### config.mk
export PLATFORM = sky130hd
export DESIGN_NAME = timing_ref_mux
export DESIGN_NICKNAME = d
export VERILOG_FILES = /design/src/rtl/tref_pkg.sv /design/src/rtl/tref_sync.sv /design/src/rtl/tref_squarer.sv /design/src/rtl/tref_free_div.sv /design/src/rtl/tref_rec_div.sv /design/src/rtl/timing_ref_mux.sv
export SDC_FILE = /design/constraint.sdc
export NUM_CORES = 1
export LEC_CHECK = 0
export ABC_AREA = 1
export BUFFER_PORTS_ARGS = -buffer_cell sky130_fd_sc_hd__clkbuf_2
export CORE_ASPECT_RATIO = 0.75
export CORE_MARGIN = 5
export CORE_UTILIZATION = 62
export CTS_CLUSTER_DIAMETER = 120
export DETAILED_ROUTE_END_ITERATION = 10
export GPL_TIMING_DRIVEN = 0
export PLACE_DENSITY = 0.81
export SLEW_MARGIN = 20
export SYNTH_ARGS = -nofsm -noshare
export SYNTH_HDL_FRONTEND = slang
export SYNTH_HIERARCHICAL = 1
export SYNTH_SLANG_ARGS = --single-unit
### constraint.sdc
create_clock -name clk -period 3.35 [get_ports clk]
set_clock_uncertainty 0.15 [all_clocks]
set_input_delay 0.5025 -clock clk [delete_from_list [all_inputs] [get_ports clk]]
set_output_delay 0.5025 -clock clk [all_outputs]
set_load 0.005 [all_outputs]
### src/rtl/tref_pkg.sv
package tref_pkg;
   typedef enum logic [1:0] {
      SRC_EXT  = 2'd0,
      SRC_SEC  = 2'd1,
      SRC_FREE = 2'd2,
      SRC_REC  = 2'd3
   } tref_src_e;
endpackage

### src/rtl/tref_sync.sv
module tref_sync #(
   parameter int STAGES = 2
) (
   input  logic clk,
   input  logic rst_n,
   input  logic d,
   output logic lvl
);
   logic [STAGES-1:0] sh;

   always_ff @(posedge clk or negedge rst_n) begin
      if (!rst_n) sh <= '0;
      else        sh <= {sh[STAGES-2:0], d};
   end

   assign lvl = sh[STAGES-1];
endmodule

### src/rtl/tref_squarer.sv
module tref_squarer #(
   parameter int CW = 16
) (
   input  logic clk,
   input  logic rst_n,
   input  logic en,
   input  logic lvl,
   output logic sq
);
   logic [CW-1:0] pcnt;
   logic [CW-1:0] hcnt;
   logic          seen;
   logic          prev;
   logic          rise;

   assign rise = lvl & ~prev;

   always_ff @(posedge clk or negedge rst_n) begin
      if (!rst_n) begin
         pcnt <= '0;
         hcnt <= '0;
         seen <= 1'b0;
         prev <= 1'b0;
      end else begin
         prev <= lvl;
         if (rise)              pcnt <= CW'(1);
         else if (pcnt != '1)   pcnt <= pcnt + 1'b1;
         if (!en) begin
            seen <= 1'b0;
            hcnt <= '0;
         end else if (rise) begin
            seen <= 1'b1;
            hcnt <= seen ? (pcnt >> 1) : '0;
         end else if (hcnt != '0) begin
            hcnt <= hcnt - 1'b1;
         end
      end
   end

   assign sq = en ? (hcnt != '0) : lvl;
endmodule

### src/rtl/tref_free_div.sv
module tref_free_div #(
   parameter int DW = 16
) (
   input  logic          clk,
   input  logic          rst_n,
   input  logic          step,
   input  logic [DW-1:0] div,
   output logic          lvl
);
   logic [DW-1:0] cnt;

   always_ff @(posedge clk or negedge rst_n) begin
      if (!rst_n) begin
         cnt <= '0;
         lvl <= 1'b0;
      end else if (step) begin
         if (({1'b0, cnt} + 1'b1) >= {1'b0, div}) begin
            cnt <= '0;
            lvl <= ~lvl;
         end else begin
            cnt <= cnt + 1'b1;
         end
      end
   end
endmodule

### src/rtl/tref_rec_div.sv
module tref_rec_div #(
   parameter int IW = 12,
   parameter int FW = 8
) (
   input  logic          clk,
   input  logic          rst_n,
   input  logic [IW-1:0] int_div,
   input  logic [FW-1:0] frac_div,
   output logic          lvl,
   output logic          wrap
);
   logic [IW-1:0] cnt;
   logic [FW-1:0] acc;
   logic [FW:0]   sum;
   logic [IW-1:0] ieff;

   assign sum  = {1'b0, acc} + {1'b0, frac_div};
   assign ieff = (int_div == '0) ? IW'(1) : int_div;
   assign wrap = (cnt == '0);

   always_ff @(posedge clk or negedge rst_n) begin
      if (!rst_n) begin
         cnt <= '0;
         acc <= '0;
         lvl <= 1'b0;
      end else if (wrap) begin
         lvl <= ~lvl;
         acc <= sum[FW-1:0];
         cnt <= ieff - 1'b1 + {{(IW-1){1'b0}}, sum[FW]};
      end else begin
         cnt <= cnt - 1'b1;
      end
   end
endmodule

### src/rtl/timing_ref_mux.sv
module timing_ref_mux
   import tref_pkg::*;
#(
   parameter int SYNC_STAGES = 2,
   parameter int PER_W       = 16,
   parameter int FDIV_W      = 16,
   parameter int RINT_W      = 12,
   parameter int RFRAC_W     = 8
) (
   input  logic               clk,
   input  logic               rst_n,
   input  logic               pin_ext,
   input  logic               pin_sec,
   input  logic               fast_a,
   input  logic               fast_b,
   input  logic [1:0]         src_sel,
   input  logic               sq_ext_en,
   input  logic               sq_sec_en,
   input  logic               free_src_b,
   input  logic [FDIV_W-1:0]  free_div,
   input  logic [RINT_W-1:0]  rec_int,
   input  logic [RFRAC_W-1:0] rec_frac,
   output logic               ref_out
);
   localparam int NPIN = 2;
   localparam int NSRC = 4;

   if (SYNC_STAGES < 2) begin : g_bad_sync
      $error("SYNC_STAGES must be at least 2");
   end
   if (PER_W < 4) begin : g_bad_per
      $error("PER_W too small");
   end
   if (RFRAC_W < 1 || RINT_W < 1 || FDIV_W < 1) begin : g_bad_div
      $error("divider widths must be positive");
   end

   logic [NPIN-1:0] pin_raw, pin_lvl, pin_src, sq_en;
   logic [1:0]      fast_raw, fast_lvl, fast_prev, fast_rise;
   logic            free_step, free_lvl, rec_lvl, rec_wrap;
   logic [NSRC-1:0] src_now, src_prev;
   logic            cand_rise, take;
   tref_src_e       act;
   logic [1:0]      sel_eff;

   assign pin_raw  = {pin_sec, pin_ext};
   assign sq_en    = {sq_sec_en, sq_ext_en};
   assign fast_raw = {fast_b, fast_a};

   for (genvar i = 0; i < NPIN; i++) begin : g_pin
      tref_sync #(.STAGES(SYNC_STAGES)) u_sync (
         .clk(clk), .rst_n(rst_n), .d(pin_raw[i]), .lvl(pin_lvl[i]));
      tref_squarer #(.CW(PER_W)) u_sq (
         .clk(clk), .rst_n(rst_n), .en(sq_en[i]), .lvl(pin_lvl[i]), .sq(pin_src[i]));
   end

   for (genvar j = 0; j < 2; j++) begin : g_fast
      tref_sync #(.STAGES(SYNC_STAGES)) u_sync (
         .clk(clk), .rst_n(rst_n), .d(fast_raw[j]), .lvl(fast_lvl[j]));
   end

   always_ff @(posedge clk or negedge rst_n) begin
      if (!rst_n) fast_prev <= '0;
      else        fast_prev <= fast_lvl;
   end

   assign fast_rise = fast_lvl & ~fast_prev;
   assign free_step = free_src_b ? fast_rise[1] : fast_rise[0];

   tref_free_div #(.DW(FDIV_W)) u_free (
      .clk(clk), .rst_n(rst_n), .step(free_step), .div(free_div), .lvl(free_lvl));

   tref_rec_div #(.IW(RINT_W), .FW(RFRAC_W)) u_rec (
      .clk(clk), .rst_n(rst_n), .int_div(rec_int), .frac_div(rec_frac),
      .lvl(rec_lvl), .wrap(rec_wrap));

   assign src_now   = {rec_lvl, free_lvl, pin_src[1], pin_src[0]};
   assign cand_rise = src_now[src_sel] & ~src_prev[src_sel];
   assign take      = (src_sel != act) && cand_rise;
   assign sel_eff   = take ? src_sel : act;

   always_ff @(posedge clk or negedge rst_n) begin
      if (!rst_n) begin
         src_prev <= '0;
         act      <= SRC_EXT;
         ref_out  <= 1'b0;
      end else begin
         src_prev <= src_now;
         if (take) act <= tref_src_e'(src_sel);
         ref_out  <= src_now[sel_eff];
      end
   end
endmodule

=== Yosys cells after proc, flatten, opt, wreduce, memory -nomap -nowiden ===
Cells that the tools add are included.

* Add/subtract/negate cells: 10
* $lt $le $gt $ge: 3
* Equality and inequality tests: 7
* Multiplexer cells: 29
* Bitwise gates (word level): 10
* Reduce and logical (&&, ||, !) cells: 8

{| class="wikitable"
|+ Operators with widths
! kind !! number
|-
| two-way mux 16 bit || 11
|-
| adder 16 x 1 -> 16 bit (second input constant) || 3
|-
| inequality test 16 bit (second input constant) || 2
|-
| nonzero test 16 bit || 2
|-
| subtractor 16 x 1 -> 16 bit (second input constant) || 2
|-
| two-way mux 15 bit || 2
|-
| zero test 12 bit || 2
|-
| two-way mux 12 bit || 2
|-
| subtractor 12 x 1 -> 12 bit (second input constant) || 2
|-
| adder 16 x 1 -> 17 bit (second input constant) || 1
|-
| greater-or-equal comparator 17 x 16 -> 1 bit || 1
|-
| adder 12 x 1 -> 12 bit || 1
|-
| two-way mux 1 bit || 10
|-
| adder 8 x 8 -> 9 bit || 1
|-
| binary-select mux 1 bit (select 2 bit) || 3
|-
| < comparator 2 x 3 -> 1 bit (second input constant) || 2
|-
| inequality test 3 x 1 -> 1 bit (second input constant) || 2
|-
| inverter 1 bit || 5
|-
| inequality test 2 x 1 -> 1 bit (second input constant) || 2
|-
| nonzero test 2 bit || 2
|-
| bitwise AND 1 bit || 3
|-
| bitwise AND 2 bit || 1
|-
| two-way mux 2 bit || 1
|-
| inequality test 2 bit || 1
|-
| other kinds (3) || 3
|}

* Flip-flop bits (word level): 123
* Input port bits: 47
* Output and inout port bits: 1
* Word-level logic and storage cells: 88

=== Depth between registers and ports, before layout ===
* Depth after elaboration: 9
* Depth in mapped cells: 18
* Depth with buffers taken out: 18

=== Cells and area by module ===
Netlist, hierarchy kept.

{| class="wikitable"
|+ Modules (own cells, without submodules)
! module !! instances !! cells an instance !! area an instance (sq um) !! seq. area each (sq um)
|-
| tref_squarer || 2 || 333 || 2214.6 || 850.8
|-
| tref_rec_div || 1 || 242 || 1662.8 || 525.5
|-
| tref_free_div || 1 || 218 || 1552.7 || 425.4
|-
| timing_ref_mux || 1 || 44 || 437.9 || 225.2
|-
| tref_sync || 4 || 2 || 50.0 || 50.0
|}

=== Least setup slack after synthesis ===
OpenSTA, ideal clock, no wires.

* Kind: input port to flip-flop
* Start: input port rec_frac[0]
* End: register u_rec.cnt[10]
* Library setup time: 0.117 ns
* Arrival time: 2.271 ns
* Data required time: 3.083 ns
* Path slack: 0.812 ns
* Stages on the path: 12
* Buffers on the path: 0
* Cell sequence: ha_1 -> fa_1 -> nand2_1 -> nand2_1 -> a21oi_1 -> ha_1 -> ha_1 -> nand2_1 -> nor2_1 -> nand3_1 -> nand3_1 -> nand2_1

* Longest elaborated chain between the ends: 3

{| class="wikitable"
|+ Ends and longest elaborated chain
! element !! line !! RTL
|-
| start: declaration || timing_ref_mux.sv:22 || <nowiki>input logic [RFRAC_W-1:0] rec_frac,</nowiki>
|-
| adder 8 x 8 -> 9 bit || tref_rec_div.sv:17 || <nowiki>assign sum = {1'b0, acc} + {1'b0, frac_div};</nowiki>
|-
| adder 12 x 1 -> 12 bit || tref_rec_div.sv:29 || <nowiki>cnt <= ieff - 1'b1 + {{(IW-1){1'b0}}, sum[FW]};</nowiki>
|-
| two-way mux 12 bit || tref_rec_div.sv:26 || <nowiki>end else if (wrap) begin</nowiki>
|-
| end signal: assignment || tref_rec_div.sv:29 ||
|-
| end signal: assignment || tref_rec_div.sv:31 || <nowiki>cnt <= cnt - 1'b1;</nowiki>
|-
| end: declaration || tref_rec_div.sv:12 || <nowiki>logic [IW-1:0] cnt;</nowiki>
|}

No other way between the ends.
A chain may end at the register's enable or synchronous reset.

=== Final worst setup path ===
* Start: register u_free.cnt[0]
* End: register u_free.lvl

* Longest elaborated chain between the ends: 3

{| class="wikitable"
|+ Ends and longest elaborated chain
! element !! line !! RTL
|-
| start: declaration || tref_free_div.sv:10 || <nowiki>logic [DW-1:0] cnt;</nowiki>
|-
| start signal: assignment || tref_free_div.sv:21 || <nowiki>cnt <= cnt + 1'b1;</nowiki>
|-
| adder 16 x 1 -> 17 bit || tref_free_div.sv:17 || <nowiki>if (({1'b0, cnt} + 1'b1) >= {1'b0, div}) begin</nowiki>
|-
| greater-or-equal comparator 17 x 16 -> 1 bit || tref_free_div.sv:17 ||
|-
| AND reduction 2 bit (no source line) || - ||
|-
| end signal: assignment || tref_free_div.sv:19 || <nowiki>lvl <= ~lvl;</nowiki>
|-
| end: declaration || tref_free_div.sv:8 || <nowiki>output logic lvl</nowiki>
|}

No other way between the ends.

==> flow_summary.json <==
{
  "coreArea_sq_um": 13060,
  "fp-row-count": 36,
  "synthesis.nets": 1258,
  "cts_max_level": 4,
  "leakagePower_nw": 4.837,
  "path_class": "register to register",
  "fillCellCount": 1060,
  "synth_enable_flop_cells": 0,
  "maxCapViolations": 0,
  "layout_common_cells": "nand2_1, nor2_1, inv_1",
  "final-setup-viol-count": 0,
  "pwr-share-comb_pct": 21.9,
  "grt.overflow.total": 0,
  "p_sw_w": 0.001445,
  "hold_violations": 0,
  "grt_max_degree": 81,
  "grt_pass1_vias": 7291,
  "drc_errors": 0,
  "num_vias": 7704,
  "nets": 1324,
  "tightest_slew_ns": 0.5764,
  "worstSetupEndpointType": "register",
  "wl_microns": 19450,
  "antenna_cells": 0,
  "cts_sinks": 123,
  "post-route-min-period_ns": 2.989,
  "grt_pass1_wl_microns": 33560,
  "drive_gt1_share_pct": 12.41,
  "clk_pin_slew_ns": 0.05,
  "firstDrtPassIters": 6,
  "die-area_sq_um": 15800,
  "required_ns": 3.50,
  "arrival_ns": 3.14,
  "cts_buffers": 17,
  "fmax_mhz": 334.6,
  "place.gp.congestion": 0.9091,
  "grt_use_total_pct": 26.35,
  "area_delta_synth_final_pct": 12.72,
  "yosysWarningCount": 6,
  "synth_cell_types": 42,
  "setup_tns_ns": 0,
  "ctsResizeCount": 0,
  "ctsRootBufferMaster": "clkbuf_16",
  "ant_nets": 0,
  "initial_utilization_pct": 63.41,
  "yosys-top-cells-area": "dfrtp_1, nand2_1, nor2_1",
  "synth_top_flop_cell": "dfrtp_1",
  "ir_drop_uv": 358.7,
  "die_height_microns": 110.1,
  "ys_seq_area_share_pct": 37.16,
  "drv_slew": 0,
  "worstSkewPairLatency_ns": 0.41,
  "reg2reg_slack_ns": 0.36,
  "drt-initial-drc-count": 683,
  "p_int_w": 0.003112,
  "hp-class": "primary input to register",
  "synth_top_area_share_pct": 37.16,
  "io_buffers": 45,
  "synthArstFlopShare_pct": 100.0,
  "slew_headroom_pct": 61.57,
  "period_share_pct": 89.23,
  "whs_ns": 0.04469,
  "startpoint_type": "register",
  "cts_tree": "built",
  "ios": 48,
  "ys_seq_elements": 123,
  "syn_inst": 1178,
  "netSwitchingFraction_pct": 31.72,
  "yosysTopAreaCell": "dfrtp_1",
  "postSynthAreaPerCell_sq_um": 7.031,
  "power_frac_seq_pct": 39.6,
  "outcome": "complete, no violations",
  "viasPerCell": 5.395,
  "final_common_cell": "nand2_1",
  "antenna_found_initial": 0,
  "post_cts_buffers": 0,
  "wl_per_cell_microns": 13.62,
  "clock_power_share_pct": 38.5,
  "powerDensity_nw_per_um2": 488.2,
  "critical_path.max_fanout": 10,
  "rsz0062_at_grt": "no",
  "synth.cell_area_sq_um": 8283,
  "post-dp-hpwl_microns": 14250,
  "clockBufferDepth": 2,
  "die_x_microns": 143.5
}
-- stage by stage --
| stage | util [%] | instances | setup slack, ns | area, sq um | total power, W |
|---|---|---|---|---|---|
| after CTS | 71.48 | 1428 | 0.3802 | 9336 | 0.004573 |
| after global placement | 66.77 | 1394 | -0.3079 | 8722 | 0.002761 |
| after global routing | 71.48 | 1428 | 0.1251 | 9336 | 0.004840 |
| after floorplan | - | 1178 | 0.8120 | 8283 | 0.002521 |
| final | 71.48 | 1428 | 0.3609 | 9336 | 0.004558 |
| after detailed placement | 67.05 | 1395 | 0.4065 | 8758 | 0.002807 |
-- cell families (layout without fill, tap and decap cells) --
family                   after synthesis  count (layout)  share of synthesized area (%)
flip-flops                           123             123                          37.16
XOR/XNOR                              32              32                          3.384
buffers and inverters                178             257                          8.837
AO/OA/AOI/OAI                        111             111                          7.946
adder cells (fa/ha/maj)               33              33                          5.075
AND/OR/NAND/NOR                      701             701                          37.60
-- synth_stat cells (all sizes together), types with 3 or more instances --
library cell,n
nor2,160
o22ai,5
xnor2,14
buf,17
clkbuf,10
nand4,22
dfrtp,123
nand3b,5
o21a,3
nor3,22
nand3,123
a31oi,6
or2,8
ha,32
inv,150
o21ai,44
nand2,356
xor2,18
a21oi,51
-- path summary, 6_finish.rpt --
path / to / startpoint / cells past startpoint
setup / recovery: u_free/lvl / u_free/cnt[0] / 18
hold / removal: g_fast[0].u_sync/sh[0] / fast_a / 1
setup reg to reg: u_free/lvl / u_free/cnt[0] / 18
hold reg to reg: g_pin[1].u_sync/sh[1] / g_pin[1].u_sync/sh[0] / 0
max in group asynchronous: g_pin[1].u_sq/hcnt[3] / rst_n / 3
min in group asynchronous: u_rec/acc[1] / rst_n / 2
-- routing by layer --
metal / up-vias / GRT usage, % / routed length (microns)
li1: 3899 / - / -
met1: 3535 / 37.96 / 9279
met2: 250 / 39.89 / 8617
met3: 20 / 6.727 / 1369
met4: 0 / 6.922 / 181
met5: - / 0 / 0
-- worst max-delay path: stages, from the launching register on --
cell	delay [ns]
dfrtp_1	0.43
ha_1	0.22
nand2_2	0.09
nor2_2	0.15
nand2_2	0.10
nor2_1	0.13
xor2_1	0.24
ha_1	0.28
nand2_1	0.07
nand2_1	0.05
nand2_1	0.05
nand2_1	0.04
nand2_1	0.06
o21ai_0	0.07
nor2_1	0.26
nand2_4	0.16
buf_12	0.19
nand3_2	0.06
nand2_1	0.06
-- state kept, by name, summed over array words and instances, names as in the netlist, 4 cells and up --
register          cells
g_pin.u_sq/hcnt      32
g_pin.u_sq/pcnt      32
u_free/cnt           16
u_rec/cnt            12
u_rec/acc             8
g_fast.u_sync/sh      4
g_pin.u_sync/sh       4
src_prev              4
-- repair_timing --
item / 4_1_cts / 5_1_grt
hold buffers: 1 / 0
endpoints found under the hold margin: 43 / 0
setup endpoints to repair: 0 / 0
-- final cells by class --
class	count	area, sq um	area share (%)
multi-input combinational	877	4473	47.91
clock buffer	25	505.5	5.414
timing repair buffer	47	271.5	2.908
buffer	27	165.2	1.769
sequential	123	3078	32.97
clock inverter	7	62.56	0.6701
tap	171	214.0	2.292
inverter	151	566.8	6.071
-- power groups by stage --
stage,logic [W],clock network (W),registers [W]
after global placement,0.000944,0,0.00182
after floorplan,0.000743,0,0.00178
after detailed placement,0.000987,0,0.00182
after CTS,0.000996,0.00178,0.00180
after global routing,0.00116,0.00186,0.00182
final,0.000999,0.00175,0.00181
Power figures use the tool's default switching activity.
